$ cat src/rtl/hub_dport_pkg.sv
package hub_dport_pkg;

  typedef enum logic [1:0] {
    LN_SE0 = 2'b00,
    LN_D0  = 2'b01,
    LN_D1  = 2'b10,
    LN_SE1 = 2'b11
  } line_t;

  typedef enum logic [2:0] {
    PS_OFF  = 3'd0,
    PS_DISC = 3'd1,
    PS_DIS  = 3'd2,
    PS_RST  = 3'd3,
    PS_EN   = 3'd4,
    PS_SUSP = 3'd5
  } pstate_t;

  localparam logic [2:0] CMD_PWR_ON  = 3'd1;
  localparam logic [2:0] CMD_PWR_OFF = 3'd2;
  localparam logic [2:0] CMD_RESET   = 3'd3;
  localparam logic [2:0] CMD_ENABLE  = 3'd4;
  localparam logic [2:0] CMD_DISABLE = 3'd5;
  localparam logic [2:0] CMD_SUSPEND = 3'd6;
  localparam logic [2:0] CMD_RESUME  = 3'd7;

  localparam int NCHG     = 4;
  localparam int CHG_CONN = 0;
  localparam int CHG_RST  = 1;
  localparam int CHG_OVC  = 2;
  localparam int CHG_SUSP = 3;

  function automatic line_t line_decode(input logic dp, input logic dm);
    return line_t'({dp, dm});
  endfunction

  function automatic logic line_is_idle(input line_t l);
    return (l == LN_D0) || (l == LN_D1);
  endfunction

  // K is the opposite of the idle level of the attached device
  function automatic line_t k_level(input logic lowspd);
    return lowspd ? LN_D1 : LN_D0;
  endfunction

  function automatic logic cmd_hit(input logic v, input logic [2:0] c,
                                   input logic [2:0] want);
    return v && (c == want);
  endfunction

  // true on the tick that completes a reset of len ticks
  function automatic logic reset_done(input logic [15:0] cnt, input logic [15:0] len);
    return (cnt + 16'd1) >= len;
  endfunction

endpackage

$ cat src/rtl/hub_dport_line.sv
module hub_dport_line
  import hub_dport_pkg::*;
#(
  parameter int DEB_TICKS = 8
) (
  input  logic  clk,
  input  logic  rst,
  input  logic  tick,
  input  logic  dp,
  input  logic  dm,
  output line_t line_q,
  output logic  stable
);
  localparam int CW = $clog2(DEB_TICKS + 1);

  line_t         raw;
  logic [CW-1:0] cnt;

  assign raw    = line_decode(dp, dm);
  assign stable = (cnt == CW'(DEB_TICKS));

  always_ff @(posedge clk) begin
    if (rst) begin
      line_q <= LN_SE0;
      cnt    <= '0;
    end else begin
      line_q <= raw;
      if (raw != line_q)                        cnt <= '0;
      else if (tick && cnt != CW'(DEB_TICKS))   cnt <= cnt + 1'b1;
    end
  end

  AST_DEB_BOUND: assert property (@(posedge clk) disable iff (rst)
    cnt <= CW'(DEB_TICKS));
  AST_DEB_RESTART: assert property (@(posedge clk) disable iff (rst)
    (line_q != $past(line_q)) |-> !stable);

endmodule

$ cat src/rtl/hub_dport_chg.sv
module hub_dport_chg #(
  parameter int N = 4
) (
  input  logic         clk,
  input  logic         rst,
  input  logic [N-1:0] set_i,
  input  logic [N-1:0] clr_i,
  output logic [N-1:0] q
);
  always_ff @(posedge clk) begin
    if (rst) q <= '0;
    else     q <= (q & ~clr_i) | set_i;
  end

  AST_SET_WINS: assert property (@(posedge clk) disable iff (rst)
    (set_i != '0) |=> ((q & $past(set_i)) == $past(set_i)));
  AST_CLR_TAKES: assert property (@(posedge clk) disable iff (rst)
    ((clr_i & ~set_i) != '0) |=> ((q & $past(clr_i & ~set_i)) == '0));

endmodule

$ cat src/rtl/hub_dport.sv
module hub_dport
  import hub_dport_pkg::*;
#(
  parameter int DEB_TICKS = 8,
  parameter int RLEN_W    = 8
) (
  input  logic              clk,
  input  logic              rst,
  input  logic              tick,
  input  logic              dp_in,
  input  logic              dm_in,
  input  logic              ovc_in,
  input  logic              cmd_valid,
  input  logic [2:0]        cmd_code,
  input  logic [RLEN_W-1:0] rst_len,
  input  logic [3:0]        chg_clr,
  output logic              pwr_en,
  output logic              drv_se0,
  output logic              wake_evt,
  output logic              st_conn,
  output logic              st_en,
  output logic              st_susp,
  output logic              st_lowspd,
  output logic              st_ovc,
  output logic [3:0]        chg
);
  pstate_t           state, nxt;
  line_t             line_q;
  logic              stable;
  logic              lowspd_q, ovc_q, wake_q;
  logic [RLEN_W-1:0] rcnt;
  logic [NCHG-1:0]   chg_set;

  // named events
  logic ovc_hit, off_req, pwr_on_ok, conn_ok, disc_hit, wake_hit, rst_done, wake_fire;

  hub_dport_line #(.DEB_TICKS(DEB_TICKS)) u_line (
    .clk(clk), .rst(rst), .tick(tick), .dp(dp_in), .dm(dm_in),
    .line_q(line_q), .stable(stable)
  );

  hub_dport_chg #(.N(NCHG)) u_chg (
    .clk(clk), .rst(rst), .set_i(chg_set), .clr_i(chg_clr), .q(chg)
  );

  assign ovc_hit   = ovc_in && (state != PS_OFF);
  assign off_req   = cmd_hit(cmd_valid, cmd_code, CMD_PWR_OFF) && (state != PS_OFF);
  assign pwr_on_ok = cmd_hit(cmd_valid, cmd_code, CMD_PWR_ON) && (state == PS_OFF) && !ovc_in;
  assign conn_ok   = (state == PS_DISC) && stable && line_is_idle(line_q);
  assign disc_hit  = stable && (line_q == LN_SE0) &&
                     ((state == PS_DIS) || (state == PS_EN) || (state == PS_SUSP));
  assign wake_hit  = (state == PS_SUSP) && (line_q == k_level(lowspd_q));
  assign rst_done  = (state == PS_RST) && tick &&
                     reset_done(16'(rcnt), 16'(rst_len));

  always_comb begin
    nxt       = state;
    chg_set   = '0;
    wake_fire = 1'b0;
    if (ovc_hit) begin
      nxt              = PS_OFF;
      chg_set[CHG_OVC] = 1'b1;
    end else if (off_req) begin
      nxt = PS_OFF;
    end else if (disc_hit) begin
      nxt               = PS_DISC;
      chg_set[CHG_CONN] = 1'b1;
    end else begin
      case (state)
        PS_OFF:  if (pwr_on_ok) nxt = PS_DISC;
        PS_DISC: if (conn_ok) begin
                   nxt               = PS_DIS;
                   chg_set[CHG_CONN] = 1'b1;
                 end
        PS_DIS: begin
          if (cmd_hit(cmd_valid, cmd_code, CMD_RESET))       nxt = PS_RST;
          else if (cmd_hit(cmd_valid, cmd_code, CMD_ENABLE)) nxt = PS_EN;
        end
        PS_RST:  if (rst_done) begin
                   nxt              = PS_EN;
                   chg_set[CHG_RST] = 1'b1;
                 end
        PS_EN: begin
          if (cmd_hit(cmd_valid, cmd_code, CMD_RESET))        nxt = PS_RST;
          else if (cmd_hit(cmd_valid, cmd_code, CMD_DISABLE)) nxt = PS_DIS;
          else if (cmd_hit(cmd_valid, cmd_code, CMD_SUSPEND)) nxt = PS_SUSP;
        end
        PS_SUSP: begin
          if (wake_hit) begin
            nxt               = PS_EN;
            chg_set[CHG_SUSP] = 1'b1;
            wake_fire         = 1'b1;
          end else if (cmd_hit(cmd_valid, cmd_code, CMD_RESUME)) begin
            nxt               = PS_EN;
            chg_set[CHG_SUSP] = 1'b1;
          end else if (cmd_hit(cmd_valid, cmd_code, CMD_DISABLE)) nxt = PS_DIS;
          else if (cmd_hit(cmd_valid, cmd_code, CMD_RESET))       nxt = PS_RST;
        end
        default: nxt = PS_OFF;
      endcase
    end
  end

  always_ff @(posedge clk) begin
    if (rst) begin
      state    <= PS_OFF;
      lowspd_q <= 1'b0;
      ovc_q    <= 1'b0;
      wake_q   <= 1'b0;
      rcnt     <= '0;
    end else begin
      state  <= nxt;
      wake_q <= wake_fire;
      if (conn_ok)        lowspd_q <= (line_q == LN_D0);
      if (ovc_hit)        ovc_q <= 1'b1;
      else if (pwr_on_ok) ovc_q <= 1'b0;
      if (state != PS_RST) rcnt <= '0;
      else if (tick)       rcnt <= rcnt + 1'b1;
    end
  end

  assign pwr_en    = (state != PS_OFF);
  assign drv_se0   = (state == PS_RST);
  assign wake_evt  = wake_q;
  assign st_conn   = (state == PS_DIS) || (state == PS_RST) ||
                     (state == PS_EN)  || (state == PS_SUSP);
  assign st_en     = (state == PS_EN);
  assign st_susp   = (state == PS_SUSP);
  assign st_lowspd = lowspd_q && st_conn;
  assign st_ovc    = ovc_q;

  AST_SE0_POWERED: assert property (@(posedge clk) disable iff (rst)
    drv_se0 |-> (pwr_en && st_conn));
  AST_RESET_END: assert property (@(posedge clk) disable iff (rst)
    (st_en && $past(drv_se0)) |-> chg[CHG_RST]);
  AST_OFF_QUIET: assert property (@(posedge clk) disable iff (rst)
    !pwr_en |-> (!st_conn && !drv_se0 && !st_en));
  AST_OVC_TRIP: assert property (@(posedge clk) disable iff (rst)
    (ovc_in && pwr_en) |=> (!pwr_en && st_ovc && chg[CHG_OVC]));
  AST_WAKE_FROM_SUSP: assert property (@(posedge clk) disable iff (rst)
    wake_evt |-> (st_en && $past(st_susp) && chg[CHG_SUSP]));
  AST_WAKE_ONE_CYCLE: assert property (@(posedge clk) disable iff (rst)
    wake_evt |=> !wake_evt);

endmodule

$ cat config.mk
export PLATFORM = sky130hd
export DESIGN_NAME = hub_dport
export DESIGN_NICKNAME = d
export VERILOG_FILES = /design/src/rtl/hub_dport_pkg.sv /design/src/rtl/hub_dport_line.sv /design/src/rtl/hub_dport_chg.sv /design/src/rtl/hub_dport.sv
export SDC_FILE = /design/constraint.sdc
export NUM_CORES = 1
export LEC_CHECK = 0
export BUFFER_PORTS_ARGS = -buffer_cell sky130_fd_sc_hd__buf_2
export CORE_MARGIN = 5
export CORE_UTILIZATION = 58
export CTS_BUF_LIST = sky130_fd_sc_hd__clkbuf_8
export DETAILED_ROUTE_END_ITERATION = 12
export GPL_TIMING_DRIVEN = 0
export PLACE_DENSITY = 0.83
export RECOVER_POWER = 25
export SYNTH_ARGS = -nofsm -noshare
export SYNTH_HDL_FRONTEND = slang
export SYNTH_SLANG_ARGS = --single-unit
$ cat constraint.sdc
create_clock -name clk -period 6.39 [get_ports clk]
set_input_delay 0 -clock clk [delete_from_list [all_inputs] [get_ports clk]]
set_output_delay 0 -clock clk [all_outputs]
set_load 0.05 [all_outputs]
* After elaboration in Yosys (flattened, before gate mapping)
Index checks and enable logic that the tools add are counted.
Operators by class: add/sub/neg operators 3, $lt $le $gt $ge 1, eq/ne operators 31, mux-type cells 33, bitwise operators 4, reduce and logical (&&, ||, !) cells 38
Operators by type and width (number):
- $mux 3 | 12
- $logic_and 1x1->1 | 20
- $eq 3x3->1 const B | 6
- $pmux 3 s6 | 1
- $mux 1 | 17
- $eq 3x2->1 const B | 4
- $reduce_and 6->1 | 2
- $ne 5x1->1 const B | 2
- $add 8x1->9 const B | 1
- $ge 9x8->1 | 1
- $ne 3x3->1 const B | 3
- $add 8x1->8 const B | 1
- $ne 4x4->1 const B | 2
- $eq 3x1->1 const B | 2
- $logic_or 1x1->1 | 6
- $mux 2 | 3
- $ne 6x1->1 const B | 1
- $reduce_or 5->1 | 1
- $add 4x1->4 const B | 1
- $and 4x4->4 | 1
- $eq 4x4->1 const B | 1
- $ne 2x2->1 const B | 2
- $ne 4x1->1 const B | 1
- $not 4->4 | 1
- other kinds (17) | 18
Word-level totals: register bits after elaboration 24, bits of input ports 22, output and inout port bits 12, word-level logic and storage cells 119

* Logic depth before layout (Yosys ltp)
Gate-level depths: netlist (run 1).
depth after elaboration 9, gate-level depth with buffers 12, mapped depth without buffers 11

* Hierarchy
A second synthesis (run 1) with hierarchy kept.
Unflattened totals: cell total of the unflattened synthesis 218, area total of the unflattened synthesis 1791.7 um^2
Modules (own cells, without submodules):
- hub_dport | times used 1, cells each 171, area each 1363.8 um^2, sequential area each 280.3 um^2
- hub_dport_line | times used 1, cells each 31, area each 287.8 um^2, sequential area each 120.1 um^2
- hub_dport_chg | times used 1, cells each 16, area each 140.1 um^2, sequential area each 80.1 um^2

* Least setup slack after synthesis (run 1)
OpenSTA, ideal clock, no wires.
path kind register to register, start point register rcnt[0], end point register state[1], library setup time 0.095 ns, arrival 2.253 ns, data required time 6.295 ns, path slack 4.042 ns, cell stages (with the launch flop) 10, path buffers 0, clock period less this slack 2.348 ns, path through dfxtp_1 > and3_1 > and3_1 > nand3_1 > xnor2_1 > ha_1 > and3_1 > a221o_1 > o31a_1 > a221oi_1
On the way: longest elaborated chain between the ends 5
Ends and longest elaborated chain:
- start: declaration | line hub_dport.sv:31 | logic [RLEN_W-1:0] rcnt;
- start signal: assignment | line hub_dport.sv:118 | else if (tick) rcnt <= rcnt + 1'b1;
- $add 8x1->9 | line hub_dport_pkg.sv:53 | return (cnt + 16'd1) >= len;
- $ge 9x8->1 | line hub_dport_pkg.sv:53
- $logic_and 1x1->1 | line hub_dport.sv:53 | assign rst_done = (state == PS_RST) && tick &&
- $ne 2x1->1 (no line)
- $reduce_and 6->1 (no line)
- end signal: assignment | line hub_dport.sv:112 | state <= nxt;
- end: declaration | line hub_dport.sv:27 | pstate_t state, nxt;
No other way between the ends. A chain may end at the register's enable or synchronous reset.

* Worst setup path after layout (run 1)
start point register rcnt[2], end point register state[1]
Same word-level chain as after synthesis.

==> reports/results.tsv, run 1 <==
metric	value	unit
fmax	384.9	MHz
Finished Layout Cells	280	
Hold Path Cell Cnt	3	
n_diodes	0	
synth unique cells	53	
gr usage total	18.70	%
EDFF count, synth	0	
WL final	3666	um
DIE WIDTH	64.58	um
root buffer cell	clkbuf_8	
area leader, netlist	dfxtp_1	
routed wire length per instance	13.09	um
CP Cell Sequence	and3_1 -> and3_1 -> nand3_1 -> xnor2_1 -> ha_1 -> and3_1 -> a221o_1 -> o31a_1 -> a221oi_1	
Post-synth top flop	dfxtp_1	
crit start category	flip-flop	
DRC Markers	0	
register area share after synthesis	27.81	%
final hold vios	0	
GPL Wtd Cong	0.9316	
worst endpoint required time	6550	ps
CTS resizes	0	
Post-Syn Area	1728	um2
Max Cap Violations	0	
cell mode on critical path	and3_1	
outcome	finished, final reports clean	
Pwr Density	256.3	nW/um2
DR pass1 iterations	4	
maximum VDD drop	122.5	uV
Warnings, synthesis	0	
GRT busiest layer	met2	
syn nets	241	
GR Util met1	23.81	%
Clock Skews	5.516	ps
total CTS buffers	3	
crit path max fanout	4	
Worst Tran Pin Value	602.4	ps
Design Power	522.3	uW
port bufs	32	
fin crit share	40.65	%
Post-Layout Inst Area	2038	um2
share of cells above drive strength 1	21.29	%
met2 usage in global routing	32.99	%
dpl cell area	1927	um2
CP max stage cell	dfxtp_1	
CTS tree	built	
final setup vio count	0	
Slew Limit Fails	0	
Post-CTS Setup Bufs	0	
gr ovfl total	0	
worst rel slew slack	60.02	%
setup TNS	0	ps
Inst Count DP	269	
R2R depth	9	
Finished Core Util	72.66	%
vias in the first global route	1499	
RSZ-0062 raised after global routing	false	
Vias	1555	
core area	2805	um2
Worst-path clk slew	80	ps
Post-DP HPWL	2871	um
largest net degree at the start of global routing	14	
static leakage power	0.9416	nW
DRT antenna net count	0	
hold-fix buffers at CTS	7	
clk buf depth	2	
initial antenna violation count	0	
Post-synth top cells	24 x dfxtp_1, 19 x nand2_1, 18 x nor2_1, 16 x inv_1, 13 x ha_1	
fill count	232	
via/cell ratio	5.554	
critical path class	reg -> reg	
CP peak stage delay	410	ps
initial DRC count	87	
clock sinks	24	
FFs w/ async S/R, synth	0	%
Worst Setup End Kind	flip-flop	
share of the synthesized area in the top cell type	27.81	%
Hold WC Path Type	in -> reg	
number of I/O pins	34	
Die ar.	4171	um2
area delta synth->final	17.96	%
Starting Density	61.60	%
#FFs+latches synth	24	
top-count cell post-synth	dfxtp_1	
min cycle time layout	2598	ps
Clk Latency, worst-skew pair	260	ps
FP Rows	19	
Die Y	64.58	um
Synth Instances	206	
CP Data Arrival Time	2750	ps
met3 Usage GRT	2.936	%
syn avg cell area	8.388	um2
Nets	285	
first-pass GRT wire length	6423	um
htree depth	1	
top post-synthesis cells by area	dfxtp_1 28%, ha_1 9.4%, xor2_1 6.1%	
==> worst paths after layout <==
| check | from | endpoint | slack [ps] |
|---|---|---|---|
| worst min-delay path | ovc_in | st_ovc$_SDFFE_PP0P_ | 30 |
| worst max register to register | rcnt[2]$_SDFFE_PP0P_ | state[1]$_SDFFE_PP0P_ | 3790 |
| worst min register to register | u_chg.q[0]$_SDFF_PP0_ | u_chg.q[0]$_SDFF_PP0_ | 460 |
| worst max-delay path | rcnt[2]$_SDFFE_PP0P_ | state[1]$_SDFFE_PP0P_ | 3790 |
==> cells by family after synthesis <==
group,count (synthesis),share of synthesized area [%]
AO/OA/AOI/OAI,39,16.58
XOR/XNOR,18,9.124
adder cells (fa/ha/maj),13,9.414
buffers and inverters,26,7.892
flip-flops,24,27.81
multiplexers,3,1.738
AND/OR/NAND/NOR,83,27.44
==> worst max-delay path, delay by kind of cell, from the launching register on <==
kind	cells	cell delay, ps
flip-flops	1	410
XOR/XNOR	1	140
AND/OR/NAND/NOR	4	780
adder cells (fa/ha/maj)	1	300
AO/OA/AOI/OAI	3	870
==> stage by stage <==
stage | worst slack (ps) | hold slack (ps)
after floorplan | 4042 | 69.07
after global placement | 3840 | 180.1
after detailed placement | 3822 | 187.7
after CTS | 3797 | 23.40
after global routing | 3615 | 40.74
final | 3792 | 28.35
==> routing by layer <==
metal	part of all wire (%)	vias up
met1	46	711
met2	48	34
met4	0.79	0
li1	-	806
met5	0	-
met3	4.7	4
==> layout by cell type, fill, tap and decap left out, types with 4 or more instances in the layout <==
cell type      netlist  routed
a21oi_1              8       8
and3_1               6       6
buf_2                2      27
buf_6                4       4
clkbuf_1             0       7
clkbuf_8             0       4
dfxtp_1             24      24
dlygate4sd3_1        0       7
ha_1                13      13
inv_1               16      16
nand2_1             19      19
nand3_1             12      12
nand4_1              4       4
nor2_1              18      18
o21ai_0              4       4
o21ai_1              4       4
xnor2_1              6       6
xor2_1              12      12
==> cell type report <==
cell class	count	area (um2)	area share (%)
clock buffer	4	55.05	2.701
buffer	7	58.81	2.885
sequential	24	480.5	23.57
multi-input combinational	156	1106	54.27
timing repair buffer	39	221.5	10.87
inverter	19	77.57	3.806
tap	31	38.79	1.903
==> registers in the layout, summed over array words and instances, names as in the netlist <==
register,count
state,3
lowspd_q,1
wake_evt,1
st_ovc,1
u_chg.q,4
rcnt,8
u_line.cnt,4
u_line.line_q,2
==> power by group <==
| group | leakage [nW] | internal [mW] | switching [mW] | total (mW) |
|---|---|---|---|---|
| Clock | 0.0288 | 0.0549 | 0.0464 | 0.101 |
| Sequential | 0.195 | 0.161 | 0.00565 | 0.166 |
| Combinational | 0.718 | 0.0867 | 0.168 | 0.255 |
Note: power is estimated with default switching activity, not from simulation.
==> run 2, diff against run 1 <==
- CORE_UTILIZATION: 58 -> 51
- PLACE_DENSITY: 0.83 -> 0.78
- clock period: 6.39 -> 2.1 ns (I/O delays scaled with it)
==> run 2 against run 1 <==
Against the previous run: largest cell class unchanged; the flow now finishes with violations (setup timing); register-to-register slack got worse by 4100 ps; cell count rose by 6.4%; via count rose by 0.26%; count of clock-buffer cells in the layout is the same; wire length rose by 6.5%; sequential share of layout area decreased by 0.79 points; sequential power rose to 3.0 times the previous value; total power rose to 3.1 times the previous value; sequential cell count is the same; worst hold slack got worse by 6.8 ps; clock power grew to 3.1 times the previous value; critical endpoint unchanged; critical path depth unchanged.
==> reports/results.tsv, run 2 (synthesized netlist as in run 1, its figures left out) <==
metric	value	unit
root buffer cell	clkbuf_8	
share of cells above drive strength 1	27.78	%
first-pass GRT wire length	6472	um
R2R Setup Slk	-290	ps
vias in the first global route	1454	
gr usage total	18.21	%
n_diodes	0	
footprint of the multi-input gates	1169	um2
Vias	1559	
fin crit share	113.9	%
CTS tree	built	
Starting Density	52.19	%
Reg2Reg Launch Point	rcnt[0]$_SDFFE_PP0P_	
Post-DP HPWL	2946	um
CP max stage cell	dfxtp_4	
Largest Register	rcnt	
crit path max fanout	4	
Clk Latency, worst-skew pair	270	ps
final hold vios	0	
fmax	418.0	MHz
hold_sp	ovc_in	
Crit path buffers/inverters	1	
Hold WC Path Type	in -> reg	
port bufs	32	
CP Data Arrival Time	2580	ps
DRC Markers	0	
Finished Layout Cells	298	
maximum VDD drop	624.1	uV
Die ar.	4652	um2
final setup vio count	4	
Regs by FF count	rcnt (8), u_chg.q (4), u_line.cnt (4)	
total CTS buffers	3	
routed wire length per instance	13.10	um
WL final	3904	um
DRT antenna net count	0	
DIE WIDTH	68.21	um
DR pass1 iterations	4	
FF-to-FF End	state[1]$_SDFFE_PP0P_	
gr ovfl total	0	
cell mode on critical path	and3_4	
min cycle time layout	2393	ps
critical path class	reg -> reg	
core area	3311	um2
most common cell after layout, fill and taps aside	buf_2	
CP peak stage delay	370	ps
Inst Count DP	284	
htree depth	1	
Pwr Density	756.0	nW/um2
cell family with most CP delay	compound AO/OA/AOI/OAI gates	
static leakage power	0.9531	nW
area delta synth->final	24.26	%
clock sinks	24	
Worst Setup End Kind	flip-flop	
Slew Limit Fails	0	
Hold Path Cell Cnt	3	
CP Cell Sequence	and3_4 -> and3_4 -> buf_4 -> xor2_1 -> ha_1 -> and3_4 -> a221o_1 -> o31a_1 -> a221oi_2	
FP Rows	21	
RSZ-0062 raised after global routing	true	
outcome	complete, but fails checks	
worst endpoint required time	2290	ps
Worst-path clk slew	80	ps
fill count	311	
Final Worst Setup Slack	-292.6	ps
worst rel slew slack	58.80	%
Die Y	68.21	um
Worst Tran Pin Value	620.7	ps
largest net degree at the start of global routing	14	
via/cell ratio	5.232	
crit start category	flip-flop	
R2R depth	9	
initial DRC count	120	
Worst Hold Path EP	st_ovc$_SDFFE_PP0P_	
Design Power	1.623	mW
Max Cap Violations	0	
number of I/O pins	34	
initial antenna violation count	0	
Register Area	489.2	um2
max reg flops	8	
Fin Hold WS	21.54	ps
Nets	288	
Clock Skews	4.998	ps
GPL Wtd Cong	0.8973	
most frequent cells in the layout	27 x buf_2, 21 x dfxtp_1, 19 x nand2_1, 18 x nor2_1, 16 x inv_1	
failing checks	setup timing	
clk buf depth	2	
run 2: metal layers:
layer,track usage [%],vias up,wire (um)
li1,-,807,-
met3,4.433,7,233
met5,0,-,0
met2,28.40,35,1787
met1,25.25,710,1841
met4,4.218,0,42
run 2: where the power goes:
group / internal, mW / total [mW] / switching, mW
clock: 0.167 / 0.314 / 0.146
sequential: 0.486 / 0.504 / 0.0182
combinational: 0.276 / 0.805 / 0.529
total: 0.930 / 1.62 / 0.693
run 2: cell type report:
cell class | count | share of cell area, %
inverters | 19 | 3.613
multi-input cells | 156 | 54.43
plain buffers | 6 | 2.214
flip-flops and latches | 24 | 22.79
well taps | 46 | 2.681
clock buffers | 4 | 2.564
repair buffers | 43 | 11.71
run 2: worst min-delay path, delay by kind of cell:
kind	cells	cell delay [ps]
compound gates	1	60
buf+inv	1	110
simple gates	1	80
run 2: timing repair:
item | CTS | global route
hold endpoints to repair | 7 | 0
hold buffers | 7 | 0
pin swaps | 2 | 2
buffers inserted | 4 | 0
endpoints found under the setup margin | 4 | 4
resized for setup | 5 | 1
run 2: stage by stage:
| stage | setup TNS, ps | worst slack (ps) | util [%] | area (um2) |
|---|---|---|---|---|
| final | -930.8 | -292.6 | 64.85 | 2147 |
| after floorplan | -303.1 | -155.8 | - | 1769 |
| after detailed placement | -1103 | -363.8 | 60.02 | 1987 |
| after global placement | -1021 | -330.1 | 60.02 | 1987 |
| after CTS | -881.1 | -283.6 | 64.97 | 2151 |
| after global routing | -1445 | -413.2 | 64.85 | 2147 |
run 2: how the worst max path moves through the flow:
| stage | from | endpoint | slack (ps) | cells after the start |
|---|---|---|---|---|
| 3_3_place_gp | rcnt[0]$_SDFFE_PP0P_ | state[1]$_SDFFE_PP0P_ | -330 | 9 |
| 5_1_grt | rcnt[0]$_SDFFE_PP0P_ | state[1]$_SDFFE_PP0P_ | -410 | 9 |
| 6_report | rcnt[0]$_SDFFE_PP0P_ | state[1]$_SDFFE_PP0P_ | -290 | 9 |
| 4_1_cts | rcnt[0]$_SDFFE_PP0P_ | state[0]$_SDFFE_PP0P_ | -280 | 10 |
| 2_1_floorplan | rcnt[0]$_SDFFE_PP0P_ | state[1]$_SDFFE_PP0P_ | -160 | 10 |
| 3_5_place_dp | rcnt[0]$_SDFFE_PP0P_ | state[1]$_SDFFE_PP0P_ | -360 | 10 |
